==> src/rtl/dwc_pkg.sv <==
package dwc_pkg;
    localparam int CODE_W  = 8;
    localparam int ADDR_W  = 2;
    localparam int FRAME_W = CODE_W + ADDR_W;
    localparam int NCH     = 2;
    localparam int SEL_W   = (NCH > 1) ? $clog2(NCH) : 1;
    localparam logic [CODE_W-1:0] MIDSCALE = CODE_W'(1) << (CODE_W - 1);

    // Positions of the three serial pins inside the synchronizer vector
    localparam int PIN_SDI  = 0;
    localparam int PIN_CSN  = 1;
    localparam int PIN_SCLK = 2;
    localparam int PIN_N    = 3;
endpackage

==> src/rtl/dwc_sync.sv <==
module dwc_sync #(
    parameter int            W       = 3,
    parameter logic [W-1:0]  RST_VAL = '0
) (
    input  logic         clk,
    input  logic         rst_n,
    input  logic [W-1:0] async_in,
    output logic [W-1:0] sync_out
);
    typedef struct packed {
        logic [W-1:0] meta;
        logic [W-1:0] stable;
    } sync_t;

    sync_t st_d, st_q;

    always_comb begin
        st_d        = st_q;
        st_d.meta   = async_in;
        st_d.stable = st_q.meta;
    end

    always_ff @(posedge clk) begin
        if (!rst_n) begin
            st_q.meta   <= RST_VAL;
            st_q.stable <= RST_VAL;
        end else begin
            st_q <= st_d;
        end
    end

    assign sync_out = st_q.stable;
endmodule

==> src/rtl/dwc_frame.sv <==
module dwc_frame
    import dwc_pkg::*;
#(
    parameter int FW = FRAME_W
) (
    input  logic          clk,
    input  logic          rst_n,
    input  logic          sclk_s,
    input  logic          csn_s,
    input  logic          sdi_s,
    output logic [FW-1:0] frame,
    output logic          load_stb
);
    typedef struct packed {
        logic          sclk_prev;
        logic          csn_prev;
        logic [FW-1:0] sr;
    } frame_t;

    frame_t st_d, st_q;
    logic   shift_en;

    always_comb begin
        shift_en       = sclk_s && !st_q.sclk_prev && !csn_s;
        load_stb       = csn_s && !st_q.csn_prev;
        st_d           = st_q;
        st_d.sclk_prev = sclk_s;
        st_d.csn_prev  = csn_s;
        if (shift_en) begin
            st_d.sr = {st_q.sr[FW-2:0], sdi_s};
        end
    end

    always_ff @(posedge clk) begin
        if (!rst_n) begin
            st_q.sclk_prev <= 1'b0;
            st_q.csn_prev  <= 1'b1;
            st_q.sr        <= '0;
        end else begin
            st_q <= st_d;
        end
    end

    assign frame = st_q.sr;
endmodule

==> src/rtl/dwc_latch.sv <==
module dwc_latch
    import dwc_pkg::*;
#(
    parameter int                 CW  = CODE_W,
    parameter int                 NC  = NCH,
    parameter int                 SW  = SEL_W,
    parameter logic [CODE_W-1:0]  MID = MIDSCALE
) (
    input  logic             clk,
    input  logic             rst_n,
    input  logic             load_stb,
    input  logic [SW-1:0]    sel,
    input  logic [CW-1:0]    data,
    output logic [NC*CW-1:0] codes
);
    for (genvar c = 0; c < NC; c++) begin : g_ch
        logic [CW-1:0] code_d, code_q;

        always_comb begin
            code_d = code_q;
            if (load_stb && (sel == SW'(c))) begin
                code_d = data;
            end
        end

        always_ff @(posedge clk) begin
            if (!rst_n) begin
                code_q <= CW'(MID);
            end else begin
                code_q <= code_d;
            end
        end

        assign codes[c*CW +: CW] = code_q;
    end
endmodule

==> src/rtl/dual_wiper_ctrl.sv <==
module dual_wiper_ctrl
    import dwc_pkg::*;
(
    input  logic                  clk,
    input  logic                  rst_n,
    input  logic                  sclk_in,
    input  logic                  csn_in,
    input  logic                  sdi_in,
    input  logic                  shdn_n,
    output logic [NCH*CODE_W-1:0] wiper_code,
    output logic [NCH-1:0]        term_a_open,
    output logic [NCH-1:0]        wiper_to_b,
    output logic                  sdo_pull_low
);
    localparam logic [PIN_N-1:0] PIN_RST = PIN_N'(1) << PIN_CSN;

    logic [PIN_N-1:0]   pins_raw, pins_s;
    logic [FRAME_W-1:0] frame;
    logic               load_stb;
    logic               chain_bit;

    assign pins_raw[PIN_SDI]  = sdi_in;
    assign pins_raw[PIN_CSN]  = csn_in;
    assign pins_raw[PIN_SCLK] = sclk_in;

    dwc_sync #(.W(PIN_N), .RST_VAL(PIN_RST)) u_sync (
        .clk      (clk),
        .rst_n    (rst_n),
        .async_in (pins_raw),
        .sync_out (pins_s)
    );

    dwc_frame #(.FW(FRAME_W)) u_frame (
        .clk      (clk),
        .rst_n    (rst_n),
        .sclk_s   (pins_s[PIN_SCLK]),
        .csn_s    (pins_s[PIN_CSN]),
        .sdi_s    (pins_s[PIN_SDI]),
        .frame    (frame),
        .load_stb (load_stb)
    );

    dwc_latch #(.CW(CODE_W), .NC(NCH), .SW(SEL_W), .MID(MIDSCALE)) u_latch (
        .clk      (clk),
        .rst_n    (rst_n),
        .load_stb (load_stb),
        .sel      (frame[CODE_W +: SEL_W]),
        .data     (frame[CODE_W-1:0]),
        .codes    (wiper_code)
    );

    assign chain_bit    = frame[FRAME_W-1];
    assign sdo_pull_low = !chain_bit && !pins_s[PIN_CSN] && shdn_n;
    assign term_a_open  = {NCH{!shdn_n}};
    assign wiper_to_b   = {NCH{!shdn_n}};
endmodule

==> config.mk <==
export PLATFORM = sky130hd
export DESIGN_NAME = dual_wiper_ctrl
export DESIGN_NICKNAME = d
export VERILOG_FILES = /design/src/rtl/dwc_pkg.sv /design/src/rtl/dwc_sync.sv /design/src/rtl/dwc_frame.sv /design/src/rtl/dwc_latch.sv /design/src/rtl/dual_wiper_ctrl.sv
export SDC_FILE = /design/constraint.sdc
export NUM_CORES = 1
export LEC_CHECK = 0
export BUFFER_PORTS_ARGS = -buffer_cell sky130_fd_sc_hd__buf_2
export CORE_ASPECT_RATIO = 0.9
export CORE_UTILIZATION = 55
export DETAILED_ROUTE_END_ITERATION = 10
export GPL_TIMING_DRIVEN = 0
export PLACE_DENSITY_LB_ADDON = 0.05
export SLEW_MARGIN = 20
export SYNTH_ARGS = -nofsm -noshare
export SYNTH_HDL_FRONTEND = slang
export SYNTH_SLANG_ARGS = --single-unit
==> constraint.sdc <==
create_clock -name clk -period 2.6 [get_ports clk]
set_input_delay 0.26 -clock clk [delete_from_list [all_inputs] [get_ports clk]]
set_output_delay 0.26 -clock clk [all_outputs]
set_load 0.02 [all_outputs]
==> out/metrics.cfg, run 1 <==
[status]
outcome = finished, final reports clean

[cells_and_area]
diodes = 0
nets = 149
fillers = 166
drive_gt1_share_pct = 28.0
postLayoutCoreUtil_pct = 72.2
syn_to_final_growth_pct = 19.8

[global_routing]
met3_usage_pct = 6.93
use_met1_pct = 20.7
grt_overflow_total = 0
grt_max_degree = 11
first_global_vias = 717
grt_busiest_layer = met2
antenna_found_initial = 0
grt_first_pass_wirelength_um = 3040
grtUsageTotal_pct = 18.7
globalRouteMet2Util_pct = 32.6

[power]
p_per_area_nw_per_um2 = 656
leakagePower_nw = 0.649
peakVddDrop_v = 0.000461

[routing]
drc = 0
drt_pass1_iterations = 2
routed_wl_um = 1950
detail-route-antenna-nets = 0
via_per_inst = 4.88
wl_per_cell_um = 11.6
drt_iter0_drc = 5
vias = 820

[sta]
setup_viol = 0
period_share_pct = 49.4
final-hold-violation-count = 0
maxSlewViolCount = 0
fin_crit_ns = 1.28
rsz0062_at_grt = false
tns_ns = 0
fin_ws_ns = 1.32
holdWs_ns = 0.134
fin_skew_ns = 0.00742
timing.fmax_mhz = 779
slew_headroom_pct = 71.0
tightest_slew_ns = 0.434

[critical_path]
path_buf_inv = 1
crit_type = flip-flop to primary output
crit_family = flip-flops
timing.critical_path.to_type = primary output
path_cells = nor3_1 -> buf_2
crit_slowest_cell = dfxtp_1
arrival_ns = 1.02
cp_max_fo = 5
crit_path_max_incr_delay_ns = 0.35
start_kind = flip-flop
cp.required_ns = 2.34
r2r_cells = 3
crit_cells = 2

[logic_synthesis]
yosys.area.top_type = dfxtp_1
seq_area_frac_synth_pct = 56.8
synth_top_area_share_pct = 56.8
syn_nets = 117
ys_types = 15
synth_area_leaders = dfxtp_1 (57%), mux2i_1 (22%), nand2_1 (7.8%)
synthCells = 111
synth.avg_cell_area_um2 = 10.8
synth-seq-cells = 34
syn_area_um2 = 1200
ys.warnings.count = 0

[run]
cap_violations = 0

[placement]
dp_hpwl_um = 1400
dp_slack_ns = 1.45
port_buffers = 25
gp_congestion = 0.720

[min_path]
hp-class = input port to flip-flop
hold_path_depth = 2

[floorplanning]
die_w_um = 51.2
initial_core_util_pct = 60.3
rows = 15
core_um2 = 1990
dieArea_um2 = 2370
io_pins = 27
die_y_um = 46.3

[cts]
cts.htree.levels = 2
clk_latency_ns = 0.31
cts.path.max_buffers = 2
cts_root_buffer = clkbuf_4
ctsHoldBuffers = 0
cts_resized = 0
cts_tree = done
post_cts_buffers = 0
numClockSinks = 34
clkTransAtPathRegs_ns = 0.09
numCtsBuffers = 5

-- kinds of logic (layout without fill, tap and decap cells) --
group                  count (synthesis)  after routing  synth area share [%]
buffers and inverters                 11             43                  5.43
flip-flops                            34             34                  56.8
multiplexers                          26             26                  21.7
AND/OR/NAND/NOR                       40             40                  16.1
-- cells in the final DEF, fill, tap and decap left out, drive strengths merged --
master  instances
and2            5
and3b           1
buf            33
bufinv          1
clkbuf          8
dfxtp          34
inv             1
mux2i          26
nand2          25
nand2b          3
nor2b           3
nor3            1
nor3b           1
or3b            1
-- per-layer routing --
layer	part of all wire, %	routed length (µm)
met3	4.7	91
met1	46	895
met5	0	0
met4	1.5	30
met2	48	929
-- registers in the layout (all words and copies together) (netlist names) --
register and flops:
u_frame.st_q 2, u_sync.sync_out 3, u_sync.st_d 3, u_latch.g_ch.code_q 16, u_frame.frame 10
-- Yosys cell counts --
master / count
buf_4: 3
buf_2: 4
and3b_1: 1
buf_6: 1
nand2_1: 25
mux2i_1: 26
nor2b_1: 3
or3b_1: 1
nor3b_1: 1
clkbuf_1: 2
dfxtp_1: 34
and2_1: 5
nor3_1: 1
inv_1: 1
nand2b_1: 3
-- final cells by class --
type | count | area [µm²] | share of cell area, %
Buffer | 10 | 61.3 | 4.27
Clock buffer | 6 | 51.3 | 3.57
Clock inverter | 1 | 30.0 | 2.09
Inverter | 1 | 3.75 | 0.261
Multi-Input combinational cell | 66 | 453 | 31.5
Sequential cell | 34 | 681 | 47.4
Tap cell | 25 | 31.3 | 2.18
Timing Repair Buffer | 25 | 125 | 8.71
-- stage by stage --
| stage | total power, mW | area (µm²) | instances |
|---|---|---|---|
| finish | 0.942 | 1440 | 168 |
| floorplan | 0.566 | 1200 | 111 |
| detailed placement | 0.577 | 1360 | 161 |
| global placement | 0.576 | 1360 | 161 |
| CTS | 0.950 | 1440 | 168 |
| global route | 0.975 | 1440 | 168 |
-- path summary, 6_finish.rpt --
path / start / endpoint / slack [ns]
setup / recovery: u_sync.sync_out[1]$_SDFF_PN1_ / sdo_pull_low / 1.32
hold / removal: csn_in / u_sync.st_d[1]$_SDFF_PN1_ / 0.13
setup reg to reg: u_sync.sync_out[1]$_SDFF_PN1_ / u_latch.g_ch[0].code_q[7]$_SDFFE_PN1P_ / 1.45
hold reg to reg: u_sync.st_d[1]$_SDFF_PN1_ / u_sync.sync_out[1]$_SDFF_PN1_ / 0.43
-- power by group --
| part | total [mW] | switching [mW] | leakage, nW | internal, mW |
|---|---|---|---|---|
| Combinational | 0.0368 | 0.0207 | 0.330 | 0.0161 |
| Clock | 0.377 | 0.154 | 0.0443 | 0.224 |
| Sequential | 0.528 | 0.00204 | 0.275 | 0.526 |
Power figures use the tool's default switching activity.
==> inputs of run 2 (changes only) <==
--- a/config.mk
+++ b/config.mk
@@ -7,7 +7,7 @@
 export LEC_CHECK = 0
 export BUFFER_PORTS_ARGS = -buffer_cell sky130_fd_sc_hd__buf_2
 export CORE_ASPECT_RATIO = 0.9
-export CORE_UTILIZATION = 55
+export CORE_UTILIZATION = 51
 export DETAILED_ROUTE_END_ITERATION = 10
 export GPL_TIMING_DRIVEN = 0
 export PLACE_DENSITY_LB_ADDON = 0.05
==> constraint.sdc (replaced) <==
create_clock -name clk -period 1.31 [get_ports clk]
set_input_delay 0.131 -clock clk [delete_from_list [all_inputs] [get_ports clk]]
set_output_delay 0.131 -clock clk [all_outputs]
set_load 0.02 [all_outputs]
==> run 2 against run 1 <==
Wire length increased by 3.2%. Clock power grew 57%. First-iteration DRC count is 20% higher. Critical endpoint is now u_latch.g_ch[0].code_q[4]$_SDFFE_PN0P_. Largest power group unchanged. Highest routed layer unchanged.
==> out/metrics.cfg, run 2 (synthesized netlist as in run 1, its figures left out) <==
[status]
outcome = finished, final reports clean

[cts]
cts_tree = done
ctsHoldBuffers = 3  ; +3
clkTransAtPathRegs_ns = 0.10  ; about the same
cts_resized = 0  ; unchanged
cts.path.max_buffers = 2  ; unchanged
numCtsBuffers = 5  ; unchanged
numClockSinks = 34  ; unchanged
cts.htree.levels = 2  ; unchanged
post_cts_buffers = 0  ; unchanged
cts_root_buffer = clkbuf_4
clk_latency_ns = 0.34  ; +0.03 ns

[sta]
slew_headroom_pct = 69.9  ; -1.1 points
tns_ns = 0  ; unchanged
setup_viol = 0  ; unchanged
maxSlewViolCount = 0  ; unchanged
final-hold-violation-count = 0  ; unchanged
tightest_slew_ns = 0.451  ; +0.0163 ns
timing.fmax_mhz = 840
rsz0062_at_grt = false
fin_crit_ns = 1.19
period_share_pct = 90.8
fin_skew_ns = 0.0125  ; +0.00505 ns

[min_path]
hp-class = input port to flip-flop

[floorplanning]
initial_core_util_pct = 54.4  ; -5.8 points
core_um2 = 2200  ; +11%
rows = 16  ; +1
io_pins = 27  ; unchanged
die_w_um = 53.1  ; +3.7%
die_y_um = 48.0  ; +3.7%
dieArea_um2 = 2550  ; +7.5%

[placement]
port_buffers = 25  ; unchanged
gp_congestion = 0.743  ; +3.1%
dp.cells = 163  ; +1.2%
dp_hpwl_um = 1350  ; -3.6%

[critical_path]
crit_family = flip-flops
arrival_ns = 1.41  ; +0.39 ns
timing.critical_path.to_type = flip-flop
path_buf_inv = 1  ; unchanged
cp_max_fo = 8  ; +3
crit_slowest_cell = dfxtp_1
crit_path_max_incr_delay_ns = 0.42  ; +0.07 ns
start_kind = flip-flop
crit_type = flip-flop to flip-flop
cp.required_ns = 1.53  ; -0.81 ns
path_cells = or3b_1 -> buf_6 -> mux2i_1

[routing]
drt_pass1_iterations = 4  ; +2
wl_met2_um = 894  ; -3.8%
vias = 815  ; -0.61%
top_layer_used = met4
drt-met1-wl_um = 966  ; +7.9%
routed_wl_um = 2010  ; +3.2%
drc = 0  ; unchanged
drt_iter0_drc = 6  ; +1
route.met3.wl_um = 110  ; +21%
detail-route-antenna-nets = 0  ; unchanged
via_per_inst = 4.68  ; -4.0%
wl_per_cell_um = 11.5  ; -0.32%

[global_routing]
grt_overflow_total = 0  ; unchanged
grt_first_pass_wirelength_um = 3050  ; +0.23%
first_global_vias = 656  ; -8.5%
grtUsageTotal_pct = 18.1  ; -0.57 points
antenna_found_initial = 0  ; unchanged
grt_max_degree = 11  ; unchanged

[power]
leakagePower_nw = 0.653  ; +0.54%
p_total_mw = 1.72  ; +83%
p_per_area_nw_per_um2 = 1190  ; +81%
peakVddDrop_v = 0.000871  ; +89%

[cells_and_area]
final_cell_mix = dfxtp_1 (34), buf_2 (29), mux2i_1 (26)
diodes = 0  ; unchanged
regMostFlops = u_latch.g_ch.code_q
seq_area_um2 = 681  ; unchanged
multiInputGateArea_um2 = 453  ; unchanged
postLayoutCoreUtil_pct = 65.7  ; -6.5 points
drive_gt1_share_pct = 27.2  ; -0.76 points
nets = 152  ; +2.0%
syn_to_final_growth_pct = 20.8
final_cells = 174  ; +3.6%
fillers = 198  ; +19%
final_common_cell = dfxtp_1
largest_register_ffs = 16  ; unchanged

[run]
cap_violations = 0  ; unchanged

## run 2: changes by cell type in the layout (fill, tap and decap cells not counted), sizes merged
cell	change
clkbuf	+1
bufinv	-1
clkinv	+1
dlygate4sd3	+3
## run 2: layout make-up
type	count	share of cell area (%)
plain buffers	10	4.24
flip-flops and latches	34	47.0
multi-input cells	66	31.3
well taps	27	2.33
clock inverters	1	0.346
clock buffers	7	3.80
inverters	1	0.259
repair buffers	28	10.7
## run 2: worst register-to-register path, cell delays in order (launching register included)
cell,delay [ns]
dfxtp_1,0.42
or3b_1,0.38
buf_6,0.16
mux2i_1,0.12
## run 2: path summary, 6_finish.rpt
check	start	end	slack, ns	depth (start not counted)
max	u_sync.sync_out[1]$_SDFF_PN1_	u_latch.g_ch[0].code_q[4]$_SDFFE_PN0P_	0.12	3
min	rst_n	u_sync.sync_out[1]$_SDFF_PN1_	0.03	2
min reg2reg	u_sync.st_d[1]$_SDFF_PN1_	u_sync.sync_out[1]$_SDFF_PN1_	0.42	1
max reg2reg	u_sync.sync_out[1]$_SDFF_PN1_	u_latch.g_ch[0].code_q[4]$_SDFFE_PN0P_	0.12	3
## run 2: per-stage QoR
step                hold slack [ns]  worst slack [ns]  area, µm²
floorplan                     0.232             0.240       1200
detailed placement            0.322             0.136       1360
finish                       0.0350             0.120       1450
CTS                          0.0305             0.121       1450
global placement              0.311             0.163       1360
global route                 0.0416            0.0421       1450
## run 2: where the power goes
part / switching, mW / internal (mW) / leakage, nW
sequential: 0.00421 / 1.04 / 0.275
combinational: 0.0424 / 0.0378 / 0.342
clock: 0.332 / 0.260 / 0.0353
total: 0.379 / 1.34 / 0.653
## run 2: per-layer routing
layer  up-vias  track usage, %
met3         5            8.57
met4         0            11.1
met1       361            20.9
li1        428               -
met5         -               0
met2        21            27.6
==> inputs of run 3 (changes only) <==
--- a/config.mk
+++ b/config.mk
@@ -7,11 +7,12 @@
 export LEC_CHECK = 0
 export BUFFER_PORTS_ARGS = -buffer_cell sky130_fd_sc_hd__buf_2
 export CORE_ASPECT_RATIO = 0.9
-export CORE_UTILIZATION = 51
+export CORE_UTILIZATION = 45
 export DETAILED_ROUTE_END_ITERATION = 10
 export GPL_TIMING_DRIVEN = 0
 export PLACE_DENSITY_LB_ADDON = 0.05
 export SLEW_MARGIN = 20
 export SYNTH_ARGS = -nofsm -noshare
 export SYNTH_HDL_FRONTEND = slang
+export SYNTH_HIERARCHICAL = 1
 export SYNTH_SLANG_ARGS = --single-unit
==> run 3 against run 2 <==
Sequential share of layout area fell by 4.1 points. Combinational power is 5.5% higher. Worst setup slack lost 0.028 ns. Largest cell class unchanged. Critical path depth stayed put. Design area is 9.9% higher.
==> out/metrics.cfg, run 3 <==
[status]
outcome = finished, final reports clean

[sta]
period_share_pct = 93.0  ; +2.1 points
tightest_slew_ns = 0.223  ; -0.228 ns
fin_skew_ns = 0.00499  ; -0.00748 ns
timing.fmax_mhz = 821  ; -2.3%
slew_headroom_pct = 85.1  ; +15 points
setup_viol = 0  ; unchanged
maxSlewViolCount = 0  ; unchanged
tns_ns = 0  ; unchanged
fin_crit_ns = 1.22  ; +0.0279 ns
final-hold-violation-count = 0  ; unchanged
rsz0062_at_grt = false

[cts]
cts.htree.levels = 2  ; unchanged
cts_root_buffer = clkbuf_4
cts_tree = done
numClockSinks = 34  ; unchanged
numCtsBuffers = 5  ; unchanged
cts.path.max_buffers = 2  ; unchanged
post_cts_buffers = 0  ; unchanged
clkTransAtPathRegs_ns = 0.09  ; about the same
clk_latency_ns = 0.33  ; about the same

[placement]
port_buffers = 26  ; +4.0%
gp_congestion = 0.696  ; -6.3%
dp_hpwl_um = 1500  ; +12%

[cells_and_area]
largest_register_ffs = 16  ; unchanged
postLayoutCoreUtil_pct = 57.4  ; -8.3 points
final_cell_mix = nand2_1 (32), dfxtp_1 (32), buf_2 (28)
drive_gt1_share_pct = 34.1  ; +6.9 points
diodes = 0  ; unchanged
nets = 171  ; +13%
syn_to_final_growth_pct = 20.8  ; about the same
regMostFlops = u_latch/g_ch.code_q

[floorplanning]
core_um2 = 2770  ; +26%
die_y_um = 53.3  ; +11%
rows = 18  ; +2
initial_core_util_pct = 47.5  ; -6.9 points
dieArea_um2 = 3150  ; +23%
io_pins = 27  ; unchanged
die_w_um = 59.0  ; +11%

[critical_path]
r2r-start = u_sync/sync_out[1]$_SDFF_PN1_
path_common_cell = buf_4
timing.critical_path.to_type = primary output
crit_slowest_cell = dfxtp_2
cp_max_fo = 2  ; -6
cp.required_ns = 1.18  ; -0.35 ns
crit_family = flip-flops
path_buf_inv = 2  ; +1
arrival_ns = 1.09  ; -0.32 ns
r2r_cells = 4  ; +1
r2r-end = u_latch/g_ch[0].code_q[5]$_SDFFE_PN0P_
crit_type = flip-flop to primary output
crit_path_max_incr_delay_ns = 0.33  ; -0.09 ns
start_kind = flip-flop
path_cells = buf_4 -> nor3b_2 -> buf_4
rrSetupSlack_ns = 0.14  ; +0.02 ns

[power]
leakagePower_nw = 0.676  ; +3.5%
peakVddDrop_v = 0.000531  ; -39%
p_per_area_nw_per_um2 = 1060  ; -11%

[logic_synthesis]
yosys.area.top_type = dfxtp_1
synth-seq-cells = 34  ; unchanged
synth_common_cells = dfxtp_1 (34), nand2_1 (32), mux2i_1 (24)
synth_area_leaders = dfxtp_1 (52%), mux2i_1 (18%), nand2_1 (9.1%)
ys.warnings.count = 6  ; +6
ys_types = 14  ; -1
synth-edff-count = 0  ; unchanged
async_flop_share_pct = 0  ; unchanged
synth.avg_cell_area_um2 = 10.2  ; -5.5%
syn_nets = 135  ; +15%
synth_top_area_share_pct = 51.7  ; -5.1 points
ys.flop_type = dfxtp_1
synthCells = 129  ; +16%
yosysMostFrequentCell = dfxtp_1
syn_area_um2 = 1320  ; +9.8%
seq_area_frac_synth_pct = 51.7  ; -5.1 points

[global_routing]
grt_overflow_total = 0  ; unchanged
grt_first_pass_wirelength_um = 3440  ; +13%
first_global_vias = 786  ; +20%
antenna_found_initial = 0  ; unchanged
grtUsageTotal_pct = 15.9  ; -2.2 points
grt_max_degree = 16  ; +5

[routing]
vias = 897  ; +10%
wl_per_cell_um = 10.6  ; -7.9%
detail-route-antenna-nets = 0  ; unchanged
routed_wl_um = 2170  ; +8.0%
drt_iter0_drc = 25  ; +19
drc = 0  ; unchanged
drt_pass1_iterations = 4  ; unchanged
via_per_inst = 4.40  ; -6.1%

[run]
cap_violations = 0  ; unchanged

[min_path]
holdPathEnd = u_sync/st_d[1]$_SDFF_PN1_
hp-class = input port to flip-flop
worstHoldStart = rst_n
hold_path_depth = 2  ; unchanged

## run 3: layout make-up
cell class / instances / area [µm²]
Buffer: 19 / 143
Clock buffer: 6 / 51.3
Fill cell: 259 / 1180
Inverter: 3 / 11.3
Multi-Input combinational cell: 73 / 489
Sequential cell: 34 / 683
Tap cell: 40 / 50.0
Timing Repair Buffer: 29 / 163
## run 3: cell families after synthesis
family | count (synthesis) | share of synthesized area (%)
muxes | 24 | 18.3
AOI/OAI and AO/OA | 2 | 1.14
buffers and inverters | 22 | 11.7
DFF | 34 | 51.7
and+or+nand+nor | 47 | 17.2
## run 3: worst max path at each step
stage	start	endpoint	cells after the start
after global placement	u_sync/sync_out[1]$_SDFF_PN1_	u_latch/g_ch[0].code_q[1]$_SDFFE_PN0P_	4
after floorplan	u_sync/sync_out[1]$_SDFF_PN1_	u_latch/g_ch[0].code_q[0]$_SDFFE_PN0P_	4
after global routing	u_frame/frame[9]$_SDFFE_PN0P_	sdo_pull_low	3
final	u_frame/frame[9]$_SDFFE_PN0P_	sdo_pull_low	3
after CTS	u_sync/sync_out[1]$_SDFF_PN1_	u_latch/g_ch[0].code_q[0]$_SDFFE_PN0P_	4
after detailed placement	u_sync/sync_out[1]$_SDFF_PN1_	u_latch/g_ch[0].code_q[4]$_SDFFE_PN0P_	4
## run 3: metal layers
layer  track usage (%)  share of wire, %  vias up
met4              8.33               1.9        0
met3              8.31               6.6        6
met5                 0                 0        -
li1                  -                 -      468
met1              16.8                47      397
met2              25.6                45       26
## run 3: metrics by stage
stage / area, µm² / hold WS, ns / power, mW / setup slack [ns] / std cells
global placement: 1500 / 0.316 / 1.15 / 0.0417 / 195
floorplan: 1320 / 0.204 / 1.12 / 0.192 / 129
global route: 1590 / 0.0776 / 1.78 / 0.00407 / 204
detailed placement: 1500 / 0.317 / 1.15 / 0.0140 / 195
CTS: 1580 / 0.0746 / 1.71 / 0.0398 / 204
finish: 1590 / 0.0872 / 1.69 / 0.0920 / 204
## run 3: where the power goes
| group | internal, mW | switching (mW) | leakage (nW) |
|---|---|---|---|
| Combinational | 0.0395 | 0.0451 | 0.370 |
| Sequential | 1.04 | 0.00475 | 0.276 |
| Clock | 0.241 | 0.312 | 0.0302 |
| Total | 1.33 | 0.361 | 0.676 |
## run 3: timing repair
item | 4_1_cts | 5_1_grt
hold endpoints to repair | 3 | 0
resized for setup | 1 | 4
gates cloned | 0 | 0
hold buffers | 3 | 0
endpoints found under the setup margin | 6 | 10
## run 3: worst register-to-register path, stage by stage (launching register included)
cell and delay (ns):
dfxtp_2 0.37, nor2b_4 0.17, nor2b_1 0.15, buf_4 0.20, mux2i_1 0.21
